## src/rtl/rdag_pkg.sv

```systemverilog
package rdag_pkg;
  typedef enum logic [1:0] {
    RD_ARRAY    = 2'b00,
    RD_PAGE     = 2'b01,
    RD_BUF      = 2'b10,
    RD_PAGE_ALT = 2'b11
  } rd_mode_e;
endpackage

```

## src/rtl/rdag_rst_sync.sv

```systemverilog
module rdag_rst_sync (
  input  logic clk,
  input  logic rst_n,
  output logic rst_n_sync
);
  logic [1:0] sync_q;

  always_ff @(posedge clk or negedge rst_n) begin
    if (!rst_n) sync_q <= 2'b00;
    else        sync_q <= {sync_q[0], 1'b1};
  end

  assign rst_n_sync = sync_q[1];
endmodule

```

## src/rtl/rdag_bit_ctr.sv

```systemverilog
module rdag_bit_ctr #(
  parameter int BITS_PER_BYTE = 8,
  localparam int IW = $clog2(BITS_PER_BYTE)
) (
  input  logic          clk,
  input  logic          rst_n,
  input  logic          clr,
  input  logic          load,
  input  logic          adv,
  output logic [IW-1:0] bit_q,
  output logic          byte_step,
  output logic          fetch_q
);
  localparam logic [IW-1:0] TOP = IW'(BITS_PER_BYTE - 1);

  logic [IW-1:0] bit_d;
  logic          bit_en;
  logic          fetch_d;
  logic          plain_adv;

  assign plain_adv = adv && !load && !clr;
  assign byte_step = plain_adv && (bit_q == '0);

  always_comb begin
    bit_en  = clr || load || plain_adv;
    bit_d   = bit_q;
    fetch_d = 1'b0;
    if (clr || load) begin
      bit_d = TOP;
    end else if (plain_adv) begin
      bit_d   = (bit_q == '0) ? TOP : bit_q - IW'(1);
      fetch_d = (bit_q == IW'(1));
    end
  end

  always_ff @(posedge clk or negedge rst_n) begin
    if (!rst_n) begin
      bit_q   <= TOP;
      fetch_q <= 1'b0;
    end else begin
      if (bit_en) bit_q <= bit_d;
      fetch_q <= fetch_d;
    end
  end
endmodule

```

## src/rtl/rdag_byte_ctr.sv

```systemverilog
module rdag_byte_ctr #(
  parameter int PAGE_BYTES = 264,
  localparam int BW = $clog2(PAGE_BYTES)
) (
  input  logic          clk,
  input  logic          rst_n,
  input  logic          clr,
  input  logic          load,
  input  logic [BW-1:0] start_byte,
  input  logic          step,
  output logic [BW-1:0] byte_q,
  output logic [BW-1:0] nxt_byte,
  output logic          at_last,
  output logic          wrap
);
  localparam logic [BW-1:0] LAST = BW'(PAGE_BYTES - 1);
  localparam bit POW2 = (PAGE_BYTES == (1 << BW));

  logic [BW-1:0] byte_d;
  logic [BW-1:0] clamped;
  logic          byte_en;

  assign at_last = (byte_q == LAST);
  assign wrap    = step && at_last;

  generate
    if (POW2) begin : g_pow2
      assign nxt_byte = byte_q + BW'(1);
      assign clamped  = start_byte;
    end else begin : g_odd
      assign nxt_byte = at_last ? '0 : byte_q + BW'(1);
      assign clamped  = (start_byte > LAST) ? LAST : start_byte;
    end
  endgenerate

  always_comb begin
    byte_en = clr || load || step;
    byte_d  = byte_q;
    if (clr)       byte_d = '0;
    else if (load) byte_d = clamped;
    else if (step) byte_d = nxt_byte;
  end

  always_ff @(posedge clk or negedge rst_n) begin
    if (!rst_n)       byte_q <= '0;
    else if (byte_en) byte_q <= byte_d;
  end
endmodule

```

## src/rtl/rdag_page_ctr.sv

```systemverilog
module rdag_page_ctr #(
  parameter int NUM_PAGES = 1024,
  localparam int PW = $clog2(NUM_PAGES)
) (
  input  logic          clk,
  input  logic          rst_n,
  input  logic          clr,
  input  logic          load,
  input  logic          zero_on_load,
  input  logic [PW-1:0] start_page,
  input  logic          carry,
  output logic [PW-1:0] page_q,
  output logic [PW-1:0] page_inc
);
  localparam logic [PW-1:0] LAST = PW'(NUM_PAGES - 1);
  localparam bit POW2 = (NUM_PAGES == (1 << PW));

  logic [PW-1:0] page_d;
  logic          page_en;

  generate
    if (POW2) begin : g_pow2
      assign page_inc = page_q + PW'(1);
    end else begin : g_odd
      assign page_inc = (page_q == LAST) ? '0 : page_q + PW'(1);
    end
  endgenerate

  always_comb begin
    page_en = clr || load || carry;
    page_d  = page_q;
    if (clr)        page_d = '0;
    else if (load)  page_d = zero_on_load ? '0 : start_page;
    else if (carry) page_d = page_inc;
  end

  always_ff @(posedge clk or negedge rst_n) begin
    if (!rst_n)       page_q <= '0;
    else if (page_en) page_q <= page_d;
  end
endmodule

```

## src/rtl/rd_addr_gen.sv

```systemverilog
module rd_addr_gen #(
  parameter int PAGE_BYTES    = 264,
  parameter int NUM_PAGES     = 1024,
  parameter int BITS_PER_BYTE = 8,
  localparam int BW = $clog2(PAGE_BYTES),
  localparam int PW = $clog2(NUM_PAGES),
  localparam int IW = $clog2(BITS_PER_BYTE)
) (
  input  logic          clk,
  input  logic          rst_n,
  input  logic          cs_n,
  input  logic          load_i,
  input  logic [1:0]    mode_i,
  input  logic [PW-1:0] page_i,
  input  logic [BW-1:0] byte_i,
  input  logic          shift_i,
  output logic [PW-1:0] page_o,
  output logic [BW-1:0] byte_o,
  output logic [IW-1:0] bit_o,
  output logic          fetch_o,
  output logic [PW-1:0] nxt_page_o,
  output logic [BW-1:0] nxt_byte_o,
  output logic          active_o
);
  import rdag_pkg::*;

  logic          rst_n_int;
  rd_mode_e      mode_q;
  rd_mode_e      mode_d;
  logic          active_q;
  logic          active_d;
  logic          ctl_en;
  logic          clr;
  logic          load;
  logic          adv;
  logic          byte_step;
  logic          byte_wrap;
  logic          byte_at_last;
  logic          carry;
  logic [PW-1:0] page_inc;

  assign clr   = cs_n;
  assign load  = load_i && !cs_n;
  assign adv   = shift_i && active_q;
  assign carry = byte_wrap && (mode_q == RD_ARRAY);

  rdag_rst_sync u_rst (
    .clk        (clk),
    .rst_n      (rst_n),
    .rst_n_sync (rst_n_int)
  );

  always_comb begin
    ctl_en   = clr || load;
    mode_d   = mode_q;
    active_d = active_q;
    if (clr) begin
      mode_d   = RD_ARRAY;
      active_d = 1'b0;
    end else if (load) begin
      mode_d   = rd_mode_e'(mode_i);
      active_d = 1'b1;
    end
  end

  always_ff @(posedge clk or negedge rst_n_int) begin
    if (!rst_n_int) begin
      mode_q   <= RD_ARRAY;
      active_q <= 1'b0;
    end else if (ctl_en) begin
      mode_q   <= mode_d;
      active_q <= active_d;
    end
  end

  rdag_bit_ctr #(.BITS_PER_BYTE(BITS_PER_BYTE)) u_bit (
    .clk       (clk),
    .rst_n     (rst_n_int),
    .clr       (clr),
    .load      (load),
    .adv       (adv),
    .bit_q     (bit_o),
    .byte_step (byte_step),
    .fetch_q   (fetch_o)
  );

  rdag_byte_ctr #(.PAGE_BYTES(PAGE_BYTES)) u_byte (
    .clk        (clk),
    .rst_n      (rst_n_int),
    .clr        (clr),
    .load       (load),
    .start_byte (byte_i),
    .step       (byte_step),
    .byte_q     (byte_o),
    .nxt_byte   (nxt_byte_o),
    .at_last    (byte_at_last),
    .wrap       (byte_wrap)
  );

  rdag_page_ctr #(.NUM_PAGES(NUM_PAGES)) u_page (
    .clk          (clk),
    .rst_n        (rst_n_int),
    .clr          (clr),
    .load         (load),
    .zero_on_load (mode_i == RD_BUF),
    .start_page   (page_i),
    .carry        (carry),
    .page_q       (page_o),
    .page_inc     (page_inc)
  );

  assign nxt_page_o = (byte_at_last && (mode_q == RD_ARRAY)) ? page_inc : page_o;
  assign active_o   = active_q;
endmodule

```

## config.mk

```make
export PLATFORM = sky130hd
export DESIGN_NAME = rd_addr_gen
export DESIGN_NICKNAME = d
export VERILOG_FILES = /design/src/rtl/rdag_pkg.sv /design/src/rtl/rdag_rst_sync.sv /design/src/rtl/rdag_bit_ctr.sv /design/src/rtl/rdag_byte_ctr.sv /design/src/rtl/rdag_page_ctr.sv /design/src/rtl/rd_addr_gen.sv
export SDC_FILE = /design/constraint.sdc
export NUM_CORES = 1
export LEC_CHECK = 0
export ABC_CLOCK_PERIOD_IN_PS = 4400
export BUFFER_PORTS_ARGS = -buffer_cell sky130_fd_sc_hd__buf_2
export CAP_MARGIN = 20
export CORE_MARGIN = 2
export CORE_UTILIZATION = 54
export CTS_CLUSTER_DIAMETER = 40
export DETAILED_ROUTE_END_ITERATION = 16
export PLACE_DENSITY = 0.95
export SKIP_CTS_REPAIR_TIMING = 1
export SLEW_MARGIN = 5
export SYNTH_ARGS = -nofsm -noshare
export SYNTH_HDL_FRONTEND = slang
export SYNTH_SLANG_ARGS = --single-unit
```

## constraint.sdc

```tcl
create_clock -name clk -period 4.4 [get_ports clk]
set_input_delay 1.1 -clock clk [delete_from_list [all_inputs] [get_ports clk]]
set_output_delay 1.1 -clock clk [all_outputs]
set_load 0.005 [all_outputs]
```

* After elaboration in Yosys (flattened, before gate mapping)
Index checks and enable logic that the tools add are counted.
** Word-level totals
- Output and inout bits :: 43
- Register bits after elaboration :: 28
** Cells by class
- Equal/unequal tests :: 3
- Reduce and logical (&&, ||, !) cells :: 24
- Order comparisons :: 1
- $add $sub $neg :: 3
- Mux-type cells :: 19
** Operators with widths (number)
- two-way mux 10 bit :: 5
- two-way mux 9 bit :: 5
- adder 10 x 1 -> 10 bit (second input constant) :: 1
- adder 9 x 1 -> 9 bit (second input constant) :: 1
- equality test 9 bit (second input constant) :: 1
- greater-than comparator 9 bit (second input constant) :: 1
- two-way mux 3 bit :: 3
- logical AND 1 bit :: 8
- AND reduction 2 bit :: 4
- nonzero test 3 bit :: 2
- logical OR 1 bit :: 4
- two-way mux 1 bit :: 4
- two-way mux 2 bit :: 2
- nonzero test 2 bit :: 2
- equality test 3 x 1 -> 1 bit (second input constant) :: 1
- zero test 3 bit :: 1
- subtractor 3 x 1 -> 3 bit (second input constant) :: 1
- equality test 2 bit (second input constant) :: 1
- zero test 1 bit :: 2
- zero test 2 bit :: 1

* Longest topological paths before layout
Gate-level depths: netlist (run 1).
- Depth in word-level cells :: 11
- Depth in mapped cells :: 9

* Hierarchy
Synthesis (run 1) repeated with hierarchy kept, for this count alone.
** Unflattened totals
- Cell total of the unflattened synthesis :: 213
- Area, all modules :: 1935.6 um2
** Modules (own cells, without submodules)
- rdag_page_ctr :: cells an instance 87, times used 1, area an instance 711.9 um2
- rdag_byte_ctr :: cells an instance 77, times used 1, area an instance 674.4 um2
- rd_addr_gen :: cells an instance 25, times used 1, area an instance 272.8 um2
- rdag_bit_ctr :: cells an instance 21, times used 1, area an instance 222.7 um2
- rdag_rst_sync :: cells an instance 3, times used 1, area an instance 53.8 um2

* Worst setup path after synthesis (run 1)
No wires, ideal clock.
- Path type :: reg-to-output
- Start :: register u_byte.byte_q[0]
- End :: output port nxt_page_o[7]
- Path buffers :: 2
- Path slack :: 1.719 ns
- Arrival :: 1.581 ns
- Cell stages (with the launch flop) :: 8
- Cells stage by stage :: dfrtp_1 ha_1 and4b_1 clkbuf_2 and3_1 buf_2 nand4_1 xnor2_1
** Between the ends
- Word-level cells in the longest chain between the ends :: 3
** Ends and longest elaborated chain
- from (decl) :: RTL line rdag_byte_ctr.sv:11 : output logic [BW-1:0] byte_q,
- from (signal assigned) :: RTL line rdag_byte_ctr.sv:46 : else if (byte_en) byte_q <= byte_d;
- equality test 9 bit :: RTL line rdag_byte_ctr.sv:23 : assign at_last = (byte_q == LAST);
- logical AND 1 bit :: RTL line rd_addr_gen.sv:112 : assign nxt_page_o = (byte_at_last && (mode_q == RD_ARRAY)) ? page_inc : page_o;
- two-way mux 10 bit :: RTL line rd_addr_gen.sv:112
- to (decl) :: RTL line rd_addr_gen.sv:21 : output logic [PW-1:0] nxt_page_o,
Every way passes these cells.

* Final worst setup path (run 1)
- Start :: register u_byte.byte_q[0]
- End :: output port nxt_page_o[8]
Same word-level chain as after synthesis.

==> parameters.txt, run 1 <==
Parameter                              Value

Run status
  Run status ... complete, no violations

STA
  Final clock skew ... 0.0117 ns
  Worst Max-Slew Pin Slew ... 0.547 ns
  Crit share post-route ... 76.8%
  Setup total negative slack ... 0 ns
  Setup repair after global routing missed its margin ... false
  Post-route minimum period ... 3.38 ns
  Hold Violations, Final ... 0
  Maximum clock frequency ... 296 MHz
  Final Setup Violations ... 0
  Slew margin rel. ... 63.4%
  Number of max-slew violations in the final report ... 0

Floorplan
  Starting utilization of the core area ... 57.0%
  IO Pins ... 69
  Height of the die ... 63.6 µm
  Placeable core region ... 3360 µm²
  Die area ... 4040 µm²
  Horizontal extent of the die ... 63.6 µm
  Std-Cell Rows ... 21

Routing
  Iteration-0 DRC count of the detailed router ... 103
  Vias after detailed routing ... 1911
  Antenna viol nets, final ... 0
  Number of detailed-route iterations in the first pass ... 4
  DRC violations left ... 0
  Final Routed Wirelength ... 4.83 mm
  Number of vias per cell ... 5.83
  Post-detailed-route wirelength per cell ... 14.7 µm

Logic synthesis
  Top_reg_cell synth ... sky130_fd_sc_hd__dfrtp_1
  Post-synth ARST share ... 100%
  Number of nets produced by synthesis ... 251
  Number of enable flip-flop cells after synthesis ... 0
  #FFs+latches synth ... 28
  Cell count after synthesis ... 220
  Average cell area after synthesis ... 8.71 µm²
  Sequential area share after synthesis ... 36.7%
  Number of distinct standard cells referenced by the synthesized netlist ... 55
  Syn Std Cell Area ... 1920 µm²
  Count of synthesis-stage warnings from yosys ... 0

Clocking
  Number of clock sinks ... 28
  Number of buffers created by CTS ... 3
  Reg clk slew, reported paths ... 0.14 ns
  Clock tree from TritonCTS ... yes
  Worst-Skew Late Latency ... 0.33 ns
  CTS Root Cell ... sky130_fd_sc_hd__clkbuf_4
  Number of buffers between clock root and the deepest sink ... 2
  Clock H-tree levels ... 1

Placed design
  Number of instances in the placed design ... 322
  Count of buffers from port buffering ... 68
  Placed wire-length estimate after detailed placement ... 3.50 mm
  Standard cell area after detailed placement ... 2260 µm²
  Placer's final routability congestion estimate ... 0.877

Min path
  Worst Hold Class ... register to async pin

Finish
  Area growth from synthesis to final layout ... 21.1%
  Final Util ... 69.0%
  Share of cells above drive strength 1 ... 28.4%
  Non-filler cells, final ... 328
  Total non-filler cell area in the finished layout ... 2320 µm²
  Diodes inserted ... 0
  Fillers ... 286
  Nets ... 314

GRT
  Global-route wire length before repair ... 7.91 mm
  GR Overflow Total ... 0
  Via count of the first global-routing pass ... 1764
  Initial antenna violation count ... 0
  Overall track demand over capacity in global routing ... 24.4%
  Pin count of the biggest net entering global routing ... 27

Worst setup path
  Worst Setup Path Type ... register to output pin
  Arr. time, crit path ... 2.28 ns
  CP max FO ... 6
  Type of destination of the critical path ... output pin
  Crit path required time ... 3.30 ns
  Worst Setup Start Kind ... register

Power and ir drop
  Pwr/cell area ... 224 nW/µm²
  Worst vdd ir ... 0.000161 V
  Leakage Power ... 1.18 nW

Run
  Number of maximum-capacitance violations ... 0
==> final timing paths <==
check / cells past startpoint / to / slack [ns] / startpoint
max in group asynchronous: 1 / u_byte.byte_q[0]$_DFFE_PN0P_ / 3.70 / u_rst.sync_q[1]$_DFF_PN0_
min in group clk: 0 / u_rst.sync_q[1]$_DFF_PN0_ / 0.38 / u_rst.sync_q[0]$_DFF_PN0_
min reg2reg: 0 / u_byte.byte_q[2]$_DFFE_PN0P_ / 0.22 / u_rst.sync_q[1]$_DFF_PN0_
max reg2reg: 7 / u_page.page_q[8]$_DFFE_PN0P_ / 2.18 / u_bit.bit_q[0]$_DFFE_PN1P_
max: 6 / nxt_page_o[8] / 1.02 / u_byte.byte_q[0]$_DFFE_PN0P_
min: 0 / u_byte.byte_q[2]$_DFFE_PN0P_ / 0.22 / u_rst.sync_q[1]$_DFF_PN0_
==> cell families (layout without fill, tap and decap cells) <==
family | count (synthesis) | in the layout | share of synthesized area [%]
XOR/XNOR | 19 | 19 | 8.68
AND/OR/NAND/NOR | 96 | 96 | 27.5
flip-flops | 28 | 28 | 36.7
adder cells (fa/ha/maj) | 5 | 5 | 3.26
other | 1 | 1 | 0.196
buffers and inverters | 23 | 85 | 4.90
multiplexers | 2 | 2 | 1.04
AO/OA/AOI/OAI | 46 | 46 | 17.6
==> stage by stage <==
step           setup slack (ns)  hold slack [ns]  total power [W]
2_1_floorplan              1.72            0.331         0.000349
3_3_place_gp               1.48            0.341         0.000391
4_1_cts                    1.04            0.382         0.000520
5_1_grt                   0.824            0.258         0.000547
3_5_place_dp               1.43            0.340         0.000394
6_report                   1.02            0.223         0.000519
==> synth_stat cells (6+ instances only) <==
| cell type | count | area share, % |
|---|---|---|
| sky130_fd_sc_hd__nor2_1 | 19 | 3.7 |
| sky130_fd_sc_hd__xnor2_1 | 11 | 5.0 |
| sky130_fd_sc_hd__a21oi_1 | 6 | 1.6 |
| sky130_fd_sc_hd__o21ai_0 | 8 | 2.1 |
| sky130_fd_sc_hd__dfrtp_1 | 25 | 33 |
| sky130_fd_sc_hd__xor2_1 | 8 | 3.7 |
| sky130_fd_sc_hd__nand3_1 | 13 | 3.4 |
| sky130_fd_sc_hd__nand2_1 | 28 | 5.5 |
| sky130_fd_sc_hd__inv_1 | 11 | 2.2 |
==> layout by cell type, fill, tap and decap left out, types with 5 or more instances in the layout <==
cell type,n
sky130_fd_sc_hd__a21oi_1,6
sky130_fd_sc_hd__xnor2_1,11
sky130_fd_sc_hd__nor2_1,19
sky130_fd_sc_hd__o211ai_1,5
sky130_fd_sc_hd__xor2_1,8
sky130_fd_sc_hd__ha_1,5
sky130_fd_sc_hd__a2bb2oi_1,5
sky130_fd_sc_hd__dfrtp_1,25
sky130_fd_sc_hd__buf_2,68
sky130_fd_sc_hd__nand2_1,28
sky130_fd_sc_hd__o21ai_0,8
sky130_fd_sc_hd__inv_1,11
sky130_fd_sc_hd__nand3_1,13
sky130_fd_sc_hd__nor3_1,5
sky130_fd_sc_hd__or4_1,5
==> layer usage <==
metal  vias up  GRT usage [%]  wire length, µm
li1        912              -                -
met1       918           33.4             2080
met2        77           39.3             2310
met3         4           5.71              374
met4         0           5.16               65
met5         -              0                0
==> power breakdown <==
group	internal (W)	switching (W)
registers	0.000270	0.0000210
logic	0.0000488	0.0000525
clock network	0.0000507	0.0000761
==> final cells by class <==
cell class,instances,area [µm²],area share (%)
multi-input cells,169,1120,48.2
flip-flops and latches,28,704,30.4
repair buffers,70,363,15.6
well taps,46,57.6,2.48
inverters,11,41.3,1.78
clock buffers,4,36.3,1.56
==> worst max-delay path: stages, from the launching register on <==
cell	delay, ns
sky130_fd_sc_hd__dfrtp_1	0.45
sky130_fd_sc_hd__ha_1	0.28
sky130_fd_sc_hd__and4b_1	0.38
sky130_fd_sc_hd__nand3_1	0.29
sky130_fd_sc_hd__nor3_1	0.29
sky130_fd_sc_hd__xor2_1	0.15
sky130_fd_sc_hd__buf_2	0.12
==> sequential cells by signal, indices dropped and copies added, names as in the netlist <==
register,flops
u_byte.byte_q,9
u_bit.bit_q,3
u_rst.sync_q,2
active_o,1
u_bit.fetch_q,1
u_page.page_q,10
mode_q,2
(Power assumes the default switching activity.)
==> run 2, diff against run 1 <==
--- a/config.mk
+++ b/config.mk
@@ -5,14 +5,15 @@
 export SDC_FILE = /design/constraint.sdc
 export NUM_CORES = 1
 export LEC_CHECK = 0
-export ABC_CLOCK_PERIOD_IN_PS = 4400
+export ABC_AREA = 1
+export ABC_CLOCK_PERIOD_IN_PS = 2800
 export BUFFER_PORTS_ARGS = -buffer_cell sky130_fd_sc_hd__buf_2
 export CAP_MARGIN = 20
 export CORE_MARGIN = 2
-export CORE_UTILIZATION = 54
+export CORE_UTILIZATION = 45
 export CTS_CLUSTER_DIAMETER = 40
 export DETAILED_ROUTE_END_ITERATION = 16
-export PLACE_DENSITY = 0.95
+export PLACE_DENSITY = 0.87
 export SKIP_CTS_REPAIR_TIMING = 1
 export SLEW_MARGIN = 5
 export SYNTH_ARGS = -nofsm -noshare
==> constraint.sdc (replaced) <==
create_clock -name clk -period 2.8 [get_ports clk]
set_input_delay 0.7 -clock clk [delete_from_list [all_inputs] [get_ports clk]]
set_output_delay 0.7 -clock clk [all_outputs]
set_load 0.005 [all_outputs]
==> run 2 against run 1 <==
  * Flip-flop and latch count unchanged
  * Count of clock-buffer cells in the layout unchanged
  * Clock power up 83%
  * Critical path type unchanged
  * Utilization down 13 points
  * Worst setup slack worse by 0.81 ns
  * First-iteration DRC count up 50%
  * Register-to-register slack worse by 1.2 ns
  * Synthesized cell count up 35%
  * Critical path depth up 2
  * Global-route usage down 2.8 points
  * Final cell count up 28%
==> parameters.txt, run 2 <==
Parameter                              Value

Power and ir drop
  Pwr/cell area ... 396 nW/µm² (+77%)
  Worst vdd ir ... 0.000202 V (+26%)
  Tot Pwr ... 0.000960 W (+85%)
  Leakage Power ... 1.39 nW (+18%)

Clocking
  Number of buffers created by CTS ... 3 (unchanged)
  Clock tree from TritonCTS ... yes
  CTS Root Cell ... sky130_fd_sc_hd__clkbuf_8
  Reg clk slew, reported paths ... 0.10 ns (-0.04 ns)
  Number of buffers between clock root and the deepest sink ... 2 (unchanged)
  Worst-Skew Late Latency ... 0.28 ns (-0.05 ns)
  Number of clock sinks ... 28 (unchanged)
  Clock H-tree levels ... 1 (unchanged)

Worst setup path
  CP max FO ... 11 (+5)
  Arr. time, crit path ... 1.90 ns (-0.38 ns)
  Crit path max-delay cell type ... sky130_fd_sc_hd__dfrtp_1
  Crit path required time ... 2.10 ns (-1.20 ns)
  Type of destination of the critical path ... output pin
  Worst Setup Path Type ... register to output pin
  Worst Setup Start Kind ... register
  Register-to-Register Setup Slack ... 0.95 ns (-1.23 ns)
  Crit path cell chain ... ha_1, nand2_2, nor2_2, nand3_4, clkinvlp_4, nand3_1, o21ai_0, buf_2
  Delay of the slowest critical-path stage ... 0.42 ns (-0.03 ns)

Logic synthesis
  #FFs+latches synth ... 28 (unchanged)
  Top-area cell type share of the netlist area ... 31.6% (-0.99 points)
  Cells taking the most area after synthesis ... sky130_fd_sc_hd__dfrtp_1 32%, sky130_fd_sc_hd__nand2_1 22%, sky130_fd_sc_hd__o21ai_0 7.3%
  Number of nets produced by synthesis ... 328 (+31%)
  Count of synthesis-stage warnings from yosys ... 0 (unchanged)
  Post-synth ARST share ... 100% (unchanged)
  Number of enable flip-flop cells after synthesis ... 0 (unchanged)
  Sequential area share after synthesis ... 35.6% (-1.1 points)
  Cell count after synthesis ... 297 (+35%)
  Average cell area after synthesis ... 6.66 µm² (-24%)
  Syn Std Cell Area ... 1980 µm² (+3.1%)
  Number of distinct standard cells referenced by the synthesized netlist ... 29 (-47%)
  Most area-hungry cell type in the Yosys netlist ... sky130_fd_sc_hd__dfrtp_1
  Most common library cells after synthesis ... 114 x sky130_fd_sc_hd__nand2_1, 36 x sky130_fd_sc_hd__inv_1, 29 x sky130_fd_sc_hd__o21ai_0
  Most frequent cell after synthesis ... sky130_fd_sc_hd__nand2_1
  Top_reg_cell synth ... sky130_fd_sc_hd__dfrtp_1

Placed design
  Placed wire-length estimate after detailed placement ... 3.80 mm (+8.5%)
  Standard cell area after detailed placement ... 2360 µm² (+4.4%)
  Count of buffers from port buffering ... 68 (unchanged)
  Placer's final routability congestion estimate ... 0.902 (+2.8%)

Finish
  Reg with most FFs ... u_page.page_q
  Nets ... 399 (+27%)
  Largest registers in the final layout ... u_page.page_q: 10 flops, u_byte.byte_q: 9 flops, u_bit.bit_q: 3 flops
  Share of cells above drive strength 1 ... 26.2% (-2.2 points)
  Flip-flop count of the largest register, all copies and words added ... 10 (unchanged)
  Diodes inserted ... 0 (unchanged)
  Highest-count cells in the layout ignoring fill and taps ... 114 x sky130_fd_sc_hd__nand2_1, 68 x sky130_fd_sc_hd__buf_2, 35 x sky130_fd_sc_hd__inv_1, 29 x sky130_fd_sc_hd__o21ai_0, 27 x sky130_fd_sc_hd__nand3_1
  Total non-filler cell area in the finished layout ... 2420 µm² (+4.5%)
  Commonest non-fill, non-tap cell in the layout ... sky130_fd_sc_hd__nand2_1
  Area growth from synthesis to final layout ... 22.7%

STA
  Setup total negative slack ... 0 ns (unchanged)
  Crit share post-route ... 92.7%
  Hold Violations, Final ... 0 (unchanged)
  Maximum clock frequency ... 385 MHz
  Final clock skew ... 0.00592 ns (-0.00580 ns)
  Post-route minimum period ... 2.60 ns
  Final Setup Violations ... 0 (unchanged)
  Number of max-slew violations in the final report ... 0 (unchanged)
  Setup repair after global routing missed its margin ... false

Floorplan
  Horizontal extent of the die ... 70.3 µm (+11%)
  IO Pins ... 69 (unchanged)
  Starting utilization of the core area ... 46.0% (-11 points)
  Die area ... 4940 µm² (+22%)
  Placeable core region ... 4290 µm² (+28%)
  Std-Cell Rows ... 24 (+14%)
  Height of the die ... 70.3 µm (+11%)

Run
  Number of maximum-capacitance violations ... 0 (unchanged)

GRT
  Global-route wire length before repair ... 8.69 mm (+10%)
  GR Overflow Total ... 0 (unchanged)
  Overall track demand over capacity in global routing ... 21.6% (-2.8 points)
  Via count of the first global-routing pass ... 1944 (+10%)
  Pin count of the biggest net entering global routing ... 25 (-7.4%)
  Initial antenna violation count ... 0 (unchanged)

Routing
  Final Routed Wirelength ... 4.98 mm (+3.1%)
  Antenna viol nets, final ... 0 (unchanged)
  Post-detailed-route wirelength per cell ... 11.9 µm (-19%)
  Iteration-0 DRC count of the detailed router ... 155 (+50%)
  Number of detailed-route iterations in the first pass ... 4 (unchanged)
  Number of vias per cell ... 4.98 (-15%)
  Vias after detailed routing ... 2086 (+9.2%)
  DRC violations left ... 0 (unchanged)

Run status
  Run status ... complete, no violations

Min path
  Worst Hold Class ... input port to async pin
## run 2: cell count changes in the layout (fill, tap and decap cells not counted), sizes merged, moves of 6 or more
cell / before / now
inv: 11 / 37
o21ai: 8 / 34
xor2: 8 / 2
xnor2: 11 / 2
nand2: 28 / 121
nand3: 13 / 28
## run 2: cell type report
class,count,area [µm²]
well taps,52,65.1
fillers,410,1870
flip-flops and latches,28,704
repair buffers,70,363
multi-input cells,227,1100
clock buffers,4,45.0
inverters,38,146
## run 2: logic make-up (layout without fill, tap and decap cells)
| kind of cell | count (synthesis) | count (layout) | synth area share [%] |
|---|---|---|---|
| buffers and inverters | 42 | 112 | 8.67 |
| adders and majority gates | 5 | 5 | 3.16 |
| xor gates and xnor gates | 4 | 4 | 1.77 |
| and+or+nand+nor | 176 | 176 | 38.7 |
| DFF | 28 | 28 | 35.6 |
| AOI/OAI and AO/OA | 41 | 41 | 11.8 |
| other | 1 | 1 | 0.190 |
## run 2: report_power, final
part           internal [W]  switching, W  total [W]  leakage, nW
logic              0.000106      0.000144   0.000249         1.01
registers          0.000438     0.0000405   0.000478        0.362
clock network      0.000102      0.000130   0.000232       0.0228
## run 2: through the flow
step | hold WS [ns] | setup slack, ns | utilization (%) | instances
after global routing | 0.173 | 0.0139 | 56.5 | 419
final | 0.178 | 0.205 | 56.5 | 419
after global placement | 0.336 | 0.534 | 55.0 | 414
after floorplan | 0.331 | 0.750 | - | 297
after detailed placement | 0.335 | 0.434 | 55.0 | 414
after CTS | 0.184 | 0.109 | 56.0 | 418
## run 2: path summary, 6_finish.rpt
kind                                                   start  cells after the start                      endpoint
worst min register to register     u_rst.sync_q[1]$_DFF_PN0_                      0  u_page.page_q[1]$_DFFE_PN0P_
max in group asynchronous          u_rst.sync_q[1]$_DFF_PN0_                      1    u_bit.bit_q[0]$_DFFE_PN1P_
worst max-delay path            u_byte.byte_q[1]$_DFFE_PN0P_                      8                 nxt_page_o[7]
worst min-delay path                                   rst_n                      1     u_rst.sync_q[0]$_DFF_PN0_
min in group clk                   u_rst.sync_q[0]$_DFF_PN0_                      0     u_rst.sync_q[1]$_DFF_PN0_
worst max register to register    u_bit.bit_q[0]$_DFFE_PN1P_                      9  u_page.page_q[7]$_DFFE_PN0P_
## run 2: layer usage
metal	global-route usage (%)	vias to the layer above	share of wire [%]
met3	2.31	10	4.1
met1	29.5	951	46
met2	35.2	47	49
met4	8.12	0	1.6
met5	0	-	0
li1	-	1078	-
## run 2: critical path: cells and delay by family, from the launching register on
family                     cells  cell delay (ns)
buffers and inverters          2             0.35
and+or+nand+nor                4             0.54
AOI/OAI and AO/OA              1             0.09
adders and majority gates      1             0.22
DFF                            1             0.42
